$ cat src/rtl/ptw_walker.sv
module ptw_walker (
  input  logic        clk,
  input  logic        rst_n,
  input  logic        req_valid,
  output logic        req_ready,
  input  logic [31:0] req_va,
  input  logic [17:0] req_tbase,
  input  logic        req_tiny_en,
  output logic        mem_req_valid,
  input  logic        mem_req_ready,
  output logic [31:0] mem_addr,
  input  logic        mem_rsp_valid,
  input  logic [31:0] mem_rsp_data,
  input  logic        mem_rsp_err,
  output logic        done,
  output logic        fault,
  output logic        bus_err,
  output logic [31:0] pa,
  output logic [1:0]  cb,
  output logic [3:0]  domain,
  output logic [7:0]  ap,
  output logic [1:0]  kind
);
  localparam logic [1:0] T_NONE = 2'b00;
  localparam logic [1:0] T_LO   = 2'b01;
  localparam logic [1:0] T_MID  = 2'b10;
  localparam logic [1:0] T_HI   = 2'b11;

  typedef enum logic [2:0] {S_IDLE, S_L1REQ, S_L1WAIT, S_L2REQ, S_L2WAIT} st_t;

  st_t         st;
  logic [19:0] va_q;
  logic        tiny_q;
  logic [3:0]  dom_q;

  logic        fin, go_l2, f_fault, f_berr;
  logic [31:0] f_pa, l2_addr;
  logic [1:0]  f_cb, f_kind;
  logic [3:0]  f_dom;
  logic [7:0]  f_ap;

  wire [31:0] d = mem_rsp_data;
  wire        l1_rsp = (st == S_L1WAIT) && mem_rsp_valid;
  wire        l2_rsp = (st == S_L2WAIT) && mem_rsp_valid;

  assign req_ready     = (st == S_IDLE);
  assign mem_req_valid = (st == S_L1REQ) || (st == S_L2REQ);

  always_comb begin
    fin = 1'b0; go_l2 = 1'b0; f_fault = 1'b0; f_berr = 1'b0;
    f_pa = '0; f_cb = '0; f_dom = '0; f_ap = '0; f_kind = '0;
    l2_addr = '0;
    if (l1_rsp) begin
      if (mem_rsp_err) begin
        fin = 1'b1; f_berr = 1'b1;
      end else begin
        case (d[1:0])
          T_NONE: begin fin = 1'b1; f_fault = 1'b1; end
          T_MID: begin
            fin = 1'b1;
            f_pa = {d[31:20], va_q[19:0]};
            f_cb = d[3:2];
            f_dom = d[8:5];
            f_ap = {6'b0, d[11:10]};
            f_kind = 2'd0;
          end
          T_LO: begin
            go_l2 = 1'b1;
            l2_addr = {d[31:10], va_q[19:12], 2'b00};
          end
          T_HI: begin
            if (!tiny_q) begin
              fin = 1'b1; f_fault = 1'b1;
            end else begin
              go_l2 = 1'b1;
              l2_addr = {d[31:12], va_q[19:10], 2'b00};
            end
          end
          default: ;
        endcase
      end
    end else if (l2_rsp) begin
      fin = 1'b1;
      if (mem_rsp_err) begin
        f_berr = 1'b1;
      end else if (d[1:0] == T_NONE) begin
        f_fault = 1'b1;
      end else begin
        f_cb = d[3:2];
        f_dom = dom_q;
        case (d[1:0])
          T_LO: begin
            f_pa = {d[31:16], va_q[15:0]}; f_ap = d[11:4]; f_kind = 2'd1;
          end
          T_MID: begin
            f_pa = {d[31:12], va_q[11:0]}; f_ap = d[11:4]; f_kind = 2'd2;
          end
          default: begin
            f_pa = {d[31:10], va_q[9:0]}; f_ap = {6'b0, d[5:4]}; f_kind = 2'd3;
          end
        endcase
      end
    end
  end

  always_ff @(posedge clk) begin
    if (!rst_n) begin
      st <= S_IDLE;
      va_q <= '0; tiny_q <= 1'b0; dom_q <= '0; mem_addr <= '0;
      done <= 1'b0; fault <= 1'b0; bus_err <= 1'b0;
      pa <= '0; cb <= '0; domain <= '0; ap <= '0; kind <= '0;
    end else begin
      done <= 1'b0;
      case (st)
        S_IDLE: if (req_valid) begin
          va_q <= req_va[19:0];
          tiny_q <= req_tiny_en;
          mem_addr <= {req_tbase, req_va[31:20], 2'b00};
          st <= S_L1REQ;
        end
        S_L1REQ: if (mem_req_ready) st <= S_L1WAIT;
        S_L2REQ: if (mem_req_ready) st <= S_L2WAIT;
        default: ;
      endcase
      if (l1_rsp) dom_q <= d[8:5];
      if (go_l2) begin
        mem_addr <= l2_addr;
        st <= S_L2REQ;
      end
      if (fin) begin
        st <= S_IDLE;
        done <= 1'b1;
        fault <= f_fault; bus_err <= f_berr;
        pa <= f_pa; cb <= f_cb; domain <= f_dom; ap <= f_ap; kind <= f_kind;
      end
    end
  end
endmodule


$ cat config.mk
export PLATFORM = sky130hd
export DESIGN_NAME = ptw_walker
export DESIGN_NICKNAME = d
export VERILOG_FILES = /design/src/rtl/ptw_walker.sv
export SDC_FILE = /design/constraint.sdc
export NUM_CORES = 1
export LEC_CHECK = 0
export BUFFER_PORTS_ARGS = -buffer_cell sky130_fd_sc_hd__buf_2
export CORE_MARGIN = 1
export CORE_UTILIZATION = 44
export CTS_CLUSTER_SIZE = 25
export DETAILED_ROUTE_END_ITERATION = 8
export PLACE_DENSITY = 0.75
export SETUP_SLACK_MARGIN = 0.1
export SLEW_MARGIN = 20
export SYNTH_ARGS = -nofsm -noshare
export SYNTH_HDL_FRONTEND = slang
export SYNTH_SLANG_ARGS = --single-unit
$ cat constraint.sdc
create_clock -name clk -period 1.63 [get_ports clk]
set_input_delay 0.326 -clock clk [delete_from_list [all_inputs] [get_ports clk]]
set_output_delay 0.326 -clock clk [all_outputs]
set_load 0.01 [all_outputs]
* Yosys cells after proc, flatten, opt, wreduce, memory -nomap -nowiden
Index checks and enable logic that the tools add are counted.
Storage, ports and cells: logic and storage cells 107, bits in registers 111, output and inout bits 85, bits of input ports 89
Cells by class: eq/ne operators 13, bitwise operators 1, reductions and logical operators 17, mux-type cells 62
Operators by type and width (count):
- $mux 32 | 12
- $pmux 32 s2 | 1
- $mux 8 | 5
- $pmux 16 s2 | 1
- $mux 2 | 13
- $mux 4 | 6
- $mux 1 | 16
- $mux 3 | 3
- $pmux 3 s3 | 1
- $reduce_and 4->1 | 2
- $eq 3x2->1 const B | 2
- $ne 2x2->1 const B | 3
- $ne 3x3->1 const B | 2
- $pmux 1 s2 | 3
- $reduce_or 2->1 | 3
- $eq 2x2->1 const B | 2
- $pmux 2 s2 | 1
- $reduce_and 2->1 | 2
- $reduce_bool 2->1 | 2
- $reduce_bool 4->1 | 1
- $eq 3x1->1 const B | 1
- $eq 3x3->1 const B | 1
- $logic_not 3->1 | 1
- $ne 3x2->1 const B | 1
- other kinds (7) | 8

* Logic depth before layout (Yosys ltp)
Gate-level depths: netlist of run 1.
word-level depth 7, mapped depth 9, depth with buffers taken out 7

* Worst setup path before layout of run 1
Ideal clock, no wire load.
path kind input to register, from input mem_rsp_data[1], to register mem_addr[3], buffers on the path 2, setup time 0.116 ns, data required time 1.514 ns, data arrival time 1.597 ns, slack -0.083 ns, stages 8, path through inv_1 -> ha_1 -> o211a_1 -> o21ai_2 -> buf_6 -> buf_4 -> nand3_1 -> o211a_1
On the way: cells in the longest elaborated chain, start to end 6, elaborated cells between the ends (all ways) 12, those cells by class eq/ne: 2; mux: 7; reduce/logical: 3
RTL lines:
- start: declaration | RTL line 13 | input logic [31:0] mem_rsp_data,
- $eq 2x2->1 / $eq 2x1->1 (equally long branches) | RTL line 57 | case (d[1:0])
- $pmux 1 s2 | RTL line 57
- $mux 1 | RTL line 54 | if (mem_rsp_err) begin
- $mux 1 | RTL line 53 | if (l1_rsp) begin
- $reduce_bool 2->1 (no source line)
- $reduce_and 2->1 (no source line)
- end signal: assignment | RTL line 118 | mem_addr <= {req_tbase, req_va[31:20], 2'b00};
- end signal: assignment | RTL line 127 | mem_addr <= l2_addr;
- end: declaration | RTL line 11 | output logic [31:0] mem_addr,
Parallel ways exist; a longest one is shown, timed or not. A chain may end at the register's enable or synchronous reset.

* Worst setup path in the final report of run 1
from register st[2], to register mem_addr[10]
On the way: cells in the longest elaborated chain, start to end 5, elaborated cells between the ends (all ways) 9, those cells by class eq/ne: 1; mux: 3; reduce/logical: 5
RTL lines:
- start: declaration | RTL line 31 | st_t st;
- start signal: assignment | RTL line 108 | st <= S_IDLE;
- start signal: assignment | RTL line 119 | st <= S_L1REQ;
- start signal: assignment | RTL line 121 | S_L1REQ: if (mem_req_ready) st <= S_L1WAIT;
- $eq 3x2->1 | RTL line 43 | wire l1_rsp = (st == S_L1WAIT) && mem_rsp_valid;
- $logic_and 1x1->1 | RTL line 43
- $mux 1 | RTL line 53
- $reduce_bool 2->1 (no source line)
- $reduce_and 2->1 (no source line)
Parallel ways exist; a longest one is shown, timed or not.

==> results.sh, run 1 <==
export IMPL_power_density_mw_per_mm2=955.0
export IMPL_finalSetupViolCount=6
export IMPL_dp_hpwl_mm=9.235
export IMPL_synthCells=491
export IMPL_drt_iter0_markers=202
export IMPL_start_util_pct=45.77
export IMPL_top_layer_used="met4"
export IMPL_violations="negative setup slack"
export IMPL_yosys_area_top_type="dfxtp_1"
export IMPL_cts_sinks=109
export IMPL_core_area_mm2=0.009819
export IMPL_path_clk_slew_ps=110
export IMPL_switching_share_pct=30.23
export IMPL_numCtsBuffers=9
export IMPL_synth_top_area_share_pct=48.55
export IMPL_antenna_found_initial=0
export IMPL_fmax_mhz=605.8
export IMPL_pwr_share_seq_pct=45.0
export IMPL_nFillCells=781
export IMPL_die_width_um=103.1
export IMPL_die_area_mm2=0.01062
export IMPL_ys_warn_count=0
export IMPL_fin_crit_ps=1651
export IMPL_grt_total_usage_pct=25.11
export IMPL_post_route_cells_drive_above_1_share_pct=49.29
export IMPL_viasPerCell=5.438
export IMPL_yosysMostFrequentCell="nand2_1"
export IMPL_drtPass1Iterations=4
export IMPL_placed_cells=792
export IMPL_insertion_delay_ps=380
export IMPL_io_pins=174
export IMPL_ir_drop_uv=673.0
export IMPL_final_core_util_pct=70.06
export IMPL_worstPathMaxFanout=12
export IMPL_yosys_most_used_dff="dfxtp_1"
export IMPL_hold_path_class="in2reg"
export IMPL_nNetsFinal=792
export IMPL_routedWlPerCell_um=18.05
export IMPL_synth_async_sr_flop_share_pct=0
export IMPL_path_cells="and4bb_1 -> and2b_2 -> o21ai_4 -> buf_12 -> a221o_1 -> and3_1"
export IMPL_critPathTopFamily="simple AND/OR/NAND/NOR gates"
export IMPL_cts_tree="built"
export IMPL_ys_types=39
export IMPL_cp_start_kind="flip-flop"
export IMPL_slowest_delay_ps=340
export IMPL_die_h_um=103.1
export IMPL_multiInputGateArea_mm2=0.002628
export IMPL_cap_viol_max_count=0
export IMPL_avgSynthCellArea_um2=9.153
export IMPL_route_met2_wl_mm=7.645
export IMPL_htreeDepth=3
export IMPL_setup_ws_ps=-20.84
export IMPL_p_leak_nw=3.532
export IMPL_fin_hold_ws_ps=143.8
export IMPL_crit_slowest_cell="dfxtp_2"
export IMPL_p_int_mw=4.583
export IMPL_grt_pass1_vias=3983
export IMPL_status="finished, violations left"
export IMPL_grt_overflow_total=0
export IMPL_end_kind="flip-flop"
export IMPL_pwr_share_comb_pct=27.2
export IMPL_critPathKind="reg2reg"
export IMPL_syn_area_mm2=0.004494
export IMPL_crit_arrival_ps=1940
export IMPL_ys_seq_elements=109
export IMPL_switching_power_mw=1.986
export IMPL_finalClockSkew_ps=14.79
export IMPL_power_frac_clock_pct=27.8
export IMPL_ys_top_cells_by_area="dfxtp_1 (49%), nand2_1 (10%), a22o_1 (6.0%)"
export IMPL_synth_edf_count=0
export IMPL_ant_nets=0
export IMPL_area_growth_synth_to_final_pct=53.06
export IMPL_hold_viol=0
export IMPL_numPortBuffers=171
export IMPL_cts_root_buf="clkbuf_8"
export IMPL_layoutNonFillerInstCount=835
export IMPL_row_count=36
export IMPL_grt_max_degree=32
export IMPL_required_ps=1920
export IMPL_timing_final_max_slew_violations=0
export IMPL_yosysSeqAreaShare_pct=48.55
export IMPL_dr_wl_met3_um=924
export IMPL_ys_top_cells_by_count="nand2_1 (123), dfxtp_1 (109), a22o_1 (31)"
export IMPL_post_route_period_util_pct=101.3
export IMPL_drc=0
export IMPL_rsz0062_at_grt="true"
export IMPL_ctsLongestPathBuffers=2
export IMPL_place_congestion=0.8710
export IMPL_vias=4541
export IMPL_worst_path_buf_inv=1
export IMPL_grt_pass1_wl_mm=20.06
export IMPL_wl_mm=15.07
export IMPL_n_antenna_cell=0
export IMPL_register_area_mm2=0.002188
export IMPL_wl_met1_mm=6.215
[cell families (layout without fill, tap and decap cells)]
group	count (synthesis)	count (layout)	synth area share, %
AOI/OAI and AO/OA	137	140	24.50
xor gates and xnor gates	2	2	0.3898
adders and majority gates	6	6	1.670
buffers and inverters	47	254	5.429
DFF	109	109	48.55
muxes	4	4	0.8909
other	1	2	0.08344
and+or+nand+nor	185	185	18.49
[worst register-to-register path, cell delays in order (launching register included)]
cell and delay (ps):
dfxtp_2 340, and4bb_1 330, and2b_2 200, o21ai_4 100, buf_12 160, a221o_1 270, and3_1 160
[stage by stage]
step / total power, mW / setup WS [ps] / setup TNS (ps) / area (um^2)
after CTS: 6.092 / 3.636 / 0 / 6205
after detailed placement: 4.164 / -206.6 / -11190 / 5733
after global routing: 6.812 / -60.59 / -288.9 / 6879
after global placement: 4.125 / -106.0 / -5760 / 5733
final: 6.569 / -20.84 / -70.00 / 6879
after floorplan: 3.626 / -50.45 / -909.6 / 4542
[sequential cells by signal, summed over array words and instances (netlist names)]
name      count
tiny_q        1
cb            2
ap            8
pa           32
dom_q         4
bus_err       1
domain        4
mem_addr     30
done          1
st            3
fault         1
va_q         20
kind          2
[worst paths after layout]
path | slack, ps | endpoint | start | depth (start not counted)
setup reg to reg | -20 | mem_addr[10] | st[2] | 6
setup / recovery | -20 | mem_addr[10] | st[2] | 6
hold / removal | 140 | ap[5] | mem_rsp_data[9] | 2
hold reg to reg | 450 | domain[3] | domain[3] | 2
[layout by cell type (no fill, tap or decap), types with 5 or more instances in the layout]
master / Yosys / routed
a32o_1: 5 / 5
clkbuf_8: 0 / 9
buf_4: 4 / 32
nand3_1: 30 / 11
and3_1: 7 / 6
a22oi_1: 17 / 15
clkbuf_16: 0 / 7
a22o_1: 31 / 31
a221o_1: 6 / 6
nand2_4: 0 / 27
nand2_2: 0 / 15
dfxtp_1: 109 / 106
ha_1: 6 / 5
buf_2: 12 / 170
buf_6: 5 / 8
o211a_1: 25 / 24
buf_12: 0 / 12
a21boi_2: 0 / 6
o21ai_1: 2 / 13
inv_1: 7 / 7
nand2_1: 123 / 80
o21ai_0: 21 / 8
a21boi_1: 0 / 13
nand3_2: 0 / 19
[power groups by stage]
stage / clock, mW / combinational (mW) / sequential [mW]
global route: 1.94 / 1.90 / 2.97
detailed placement: 0 / 1.18 / 2.98
global placement: 0 / 1.15 / 2.98
finish: 1.83 / 1.79 / 2.96
floorplan: 0 / 0.615 / 3.01
CTS: 1.85 / 1.31 / 2.93
[what timing repair did]
action / in CTS / in global routing
gates cloned: 5 / 7
endpoints found under the setup margin: 85 / 95
buffers inserted: 9 / 6
hold buffers: 0 / 0
resized for setup: 24 / 144
pin swaps: 4 / 50
[routing by layer]
layer | vias up | GRT usage, %
met5 | - | 0
met4 | 0 | 8.667
met3 | 27 | 5.153
met2 | 166 | 42.92
met1 | 2198 | 31.47
li1 | 2150 | -
[cell type report]
class | instances | area share, %
sequential | 109 | 31.81
timing repair buffer | 231 | 24.01
tap | 133 | 2.419
inverter | 7 | 0.3820
clock inverter | 7 | 1.382
clock buffer | 9 | 1.801
multi-input combinational | 339 | 38.20
Note: power is estimated with default switching activity, not from simulation.
==> inputs of run 2 (changes only) <==
--- a/config.mk
+++ b/config.mk
@@ -5,12 +5,14 @@
 export SDC_FILE = /design/constraint.sdc
 export NUM_CORES = 1
 export LEC_CHECK = 0
+export ABC_AREA = 1
 export BUFFER_PORTS_ARGS = -buffer_cell sky130_fd_sc_hd__buf_2
 export CORE_MARGIN = 1
-export CORE_UTILIZATION = 44
+export CORE_UTILIZATION = 46
 export CTS_CLUSTER_SIZE = 25
 export DETAILED_ROUTE_END_ITERATION = 8
-export PLACE_DENSITY = 0.75
+export PLACE_DENSITY = 0.76
+export RECOVER_POWER = 100
 export SETUP_SLACK_MARGIN = 0.1
 export SLEW_MARGIN = 20
 export SYNTH_ARGS = -nofsm -noshare
==> results.sh, run 2 <==
export IMPL_status="completed"
export IMPL_ant_nets=0
export IMPL_rrSetupSlack_ps=130
export IMPL_die_h_um=108.6
export IMPL_yosys_area_top_type="dfxtp_1"
export IMPL_syn_area_mm2=0.005224
export IMPL_rr_startpoint="st[2]"
export IMPL_yosys_most_used_dff="dfxtp_1"
export IMPL_p_leak_nw=3.177
export IMPL_ys_warn_count=0
export IMPL_largest_register_ffs=32
export IMPL_hold_depth=3
export IMPL_die_area_mm2=0.01179
export IMPL_post_route_cells_drive_above_1_share_pct=17.31
export IMPL_ys_seq_elements=109
export IMPL_viasPerCell=5.208
export IMPL_ctsLongestPathBuffers=2
export IMPL_ys_top_cells_by_count="nand2_1 (263), nand3_1 (115), dfxtp_1 (109)"
export IMPL_finalSetupViolCount=0
export IMPL_fin_crit_ps=1516
export IMPL_pwr_share_comb_pct=20.2
export IMPL_grt_overflow_total=0
export IMPL_reg_top3="pa: 32 flops, mem_addr: 30 flops, va_q: 20 flops"
export IMPL_post_route_period_util_pct=93.01
export IMPL_top_register="pa"
export IMPL_area_growth_synth_to_final_pct=29.68
export IMPL_synth_async_sr_flop_share_pct=0
export IMPL_nNetsFinal=1055
export IMPL_vias=5755
export IMPL_dp_slack_ps=-65.78
export IMPL_io_pins=174
export IMPL_ir_drop_uv=665.7
export IMPL_final_core_util_pct=61.95
export IMPL_dp_hpwl_mm=10.75
export IMPL_totalPowerFinal_mw=6.556
export IMPL_wl_mm=15.92
export IMPL_reg2reg_to="pa[13]"
export IMPL_switching_share_pct=29.78
export IMPL_rsz0062_at_grt="true"
export IMPL_n_antenna_cell=0
export IMPL_switching_power_mw=1.952
export IMPL_dpl_cell_area_mm2=0.006436
export IMPL_critPathKind="reg2out"
export IMPL_worstPathMaxFanout=5
export IMPL_numPortBuffers=171
export IMPL_grt_pass1_wl_mm=24.32
export IMPL_place_congestion=0.8794
export IMPL_htreeDepth=3
export IMPL_register_area_mm2=0.002188
export IMPL_timing_final_max_slew_violations=0
export IMPL_drtPass1Iterations=5
export IMPL_synthCells=788
export IMPL_rr_worst_depth=10
export IMPL_row_count=38
export IMPL_drc=0
export IMPL_yosysSeqAreaShare_pct=41.77
export IMPL_cts_sinks=109
export IMPL_drt_iter0_markers=400
export IMPL_cap_viol_max_count=0
export IMPL_ys_top_cells_by_area="dfxtp_1 (42%), nand2_1 (19%), nand3_1 (11%)"
export IMPL_antenna_found_initial=0
export IMPL_path_clk_slew_ps=70
export IMPL_multiInputGateArea_mm2=0.002716
export IMPL_cts_tree="built"
export IMPL_hold_path_class="in2reg"
export IMPL_power_density_mw_per_mm2=967.9
export IMPL_power_frac_clock_pct=34.3
export IMPL_core_area_mm2=0.01094
export IMPL_layout_commonest_cell="nand2_1"
export IMPL_synth_edf_count=0
export IMPL_pwr_share_seq_pct=45.5
export IMPL_numCtsBuffers=9
export IMPL_crit_arrival_ps=1190
export IMPL_final_area_mm2=0.006774
export IMPL_start_util_pct=47.77
export IMPL_setup_ws_ps=114.0
export IMPL_fmax_mhz=659.6
export IMPL_required_ps=1300
export IMPL_grt_total_usage_pct=26.00
export IMPL_avgSynthCellArea_um2=6.629
export IMPL_finalClockSkew_ps=7.505
export IMPL_layout_common_cells="nand2_1 (261), nand3_1 (115), dfxtp_1 (106)"
export IMPL_min_from="req_tbase[12]"
export IMPL_cp_start_kind="flip-flop"
export IMPL_grt_pass1_vias=5043
export IMPL_grt_max_degree=54
export IMPL_min_to="mem_addr[26]"
export IMPL_synth_top_area_share_pct=41.77
export IMPL_end_kind="output pin"
export IMPL_yosysMostFrequentCell="nand2_1"
export IMPL_nFillCells=1061
export IMPL_insertion_delay_ps=350
export IMPL_ys_types=21
export IMPL_hold_viol=0
export IMPL_cts_root_buf="clkbuf_16"
export IMPL_cts_hold_buf=0
export IMPL_routedWlPerCell_um=14.41
export IMPL_p_int_mw=4.604
export IMPL_die_width_um=108.6
-- run 2: power by group through the flow --
stage	logic [mW]	clock network [mW]	registers [mW]
after global placement	1.26	0	3.02
after floorplan	0.711	0	3.04
final	1.32	2.25	2.98
after global routing	1.47	2.38	3.01
after detailed placement	1.26	0	3.03
after CTS	1.28	2.28	2.97
-- run 2: routing by layer --
metal	global-route usage (%)	vias to the layer above	part of all wire (%)	routed length [um]
met2	41.32	222	45	7098
li1	-	2926	-	-
met4	9.266	0	1.9	297
met3	3.195	22	6.4	1024
met1	36.08	2585	47	7503
met5	0	-	0	0
-- run 2: per-stage QoR --
step                hold WS, ps  instances  setup TNS, ps
floorplan                 444.6        789              0
global placement          451.9       1081         -303.6
detailed placement        456.4       1081          -1077
CTS                       202.4       1098              0
global route              210.9       1105              0
finish                    201.8       1105              0
-- run 2: worst max-delay path by stage --
stage | start | end | slack (ps)
6_report | st[1] | req_ready | 110
5_1_grt | st[2] | pa[13] | 40
4_1_cts | st[0] | mem_req_valid | 100
3_5_place_dp | mem_rsp_data[0] | pa[13] | -70
3_3_place_gp | mem_rsp_data[0] | pa[13] | -50
2_1_floorplan | mem_rsp_data[1] | pa[26] | 160
-- run 2: cells by family after synthesis --
group                      count (synthesis)  share of synthesized area [%]
AOI/OAI and AO/OA                        136                          13.63
adders and majority gates                  6                          1.437
buffers and inverters                     83                          6.994
DFF                                      109                          41.77
other                                      1                        0.07179
and+or+nand+nor                          453                          36.10
-- run 2: critical path: stages, from the launching register on --
cell	delay, ps
dfxtp_4	370
nor2_4	110
nand2_1	120
inv_2	100
clkbuf_1	150
-- run 2: timing repair --
item,in CTS,in global routing
pin swaps,1,5
buffers inserted,1,3
gates resized for setup,0,18
cloned,0,4
endpoints found under the setup margin,1,82
-- run 2: cell type report --
| type | instances | area share, % |
|---|---|---|
| clock buffer | 12 | 3.639 |
| clock inverter | 4 | 0.8127 |
| inverter | 26 | 1.441 |
| multi-input combinational | 597 | 40.10 |
| sequential | 109 | 32.31 |
| tap | 140 | 2.586 |
| timing repair buffer | 217 | 19.12 |
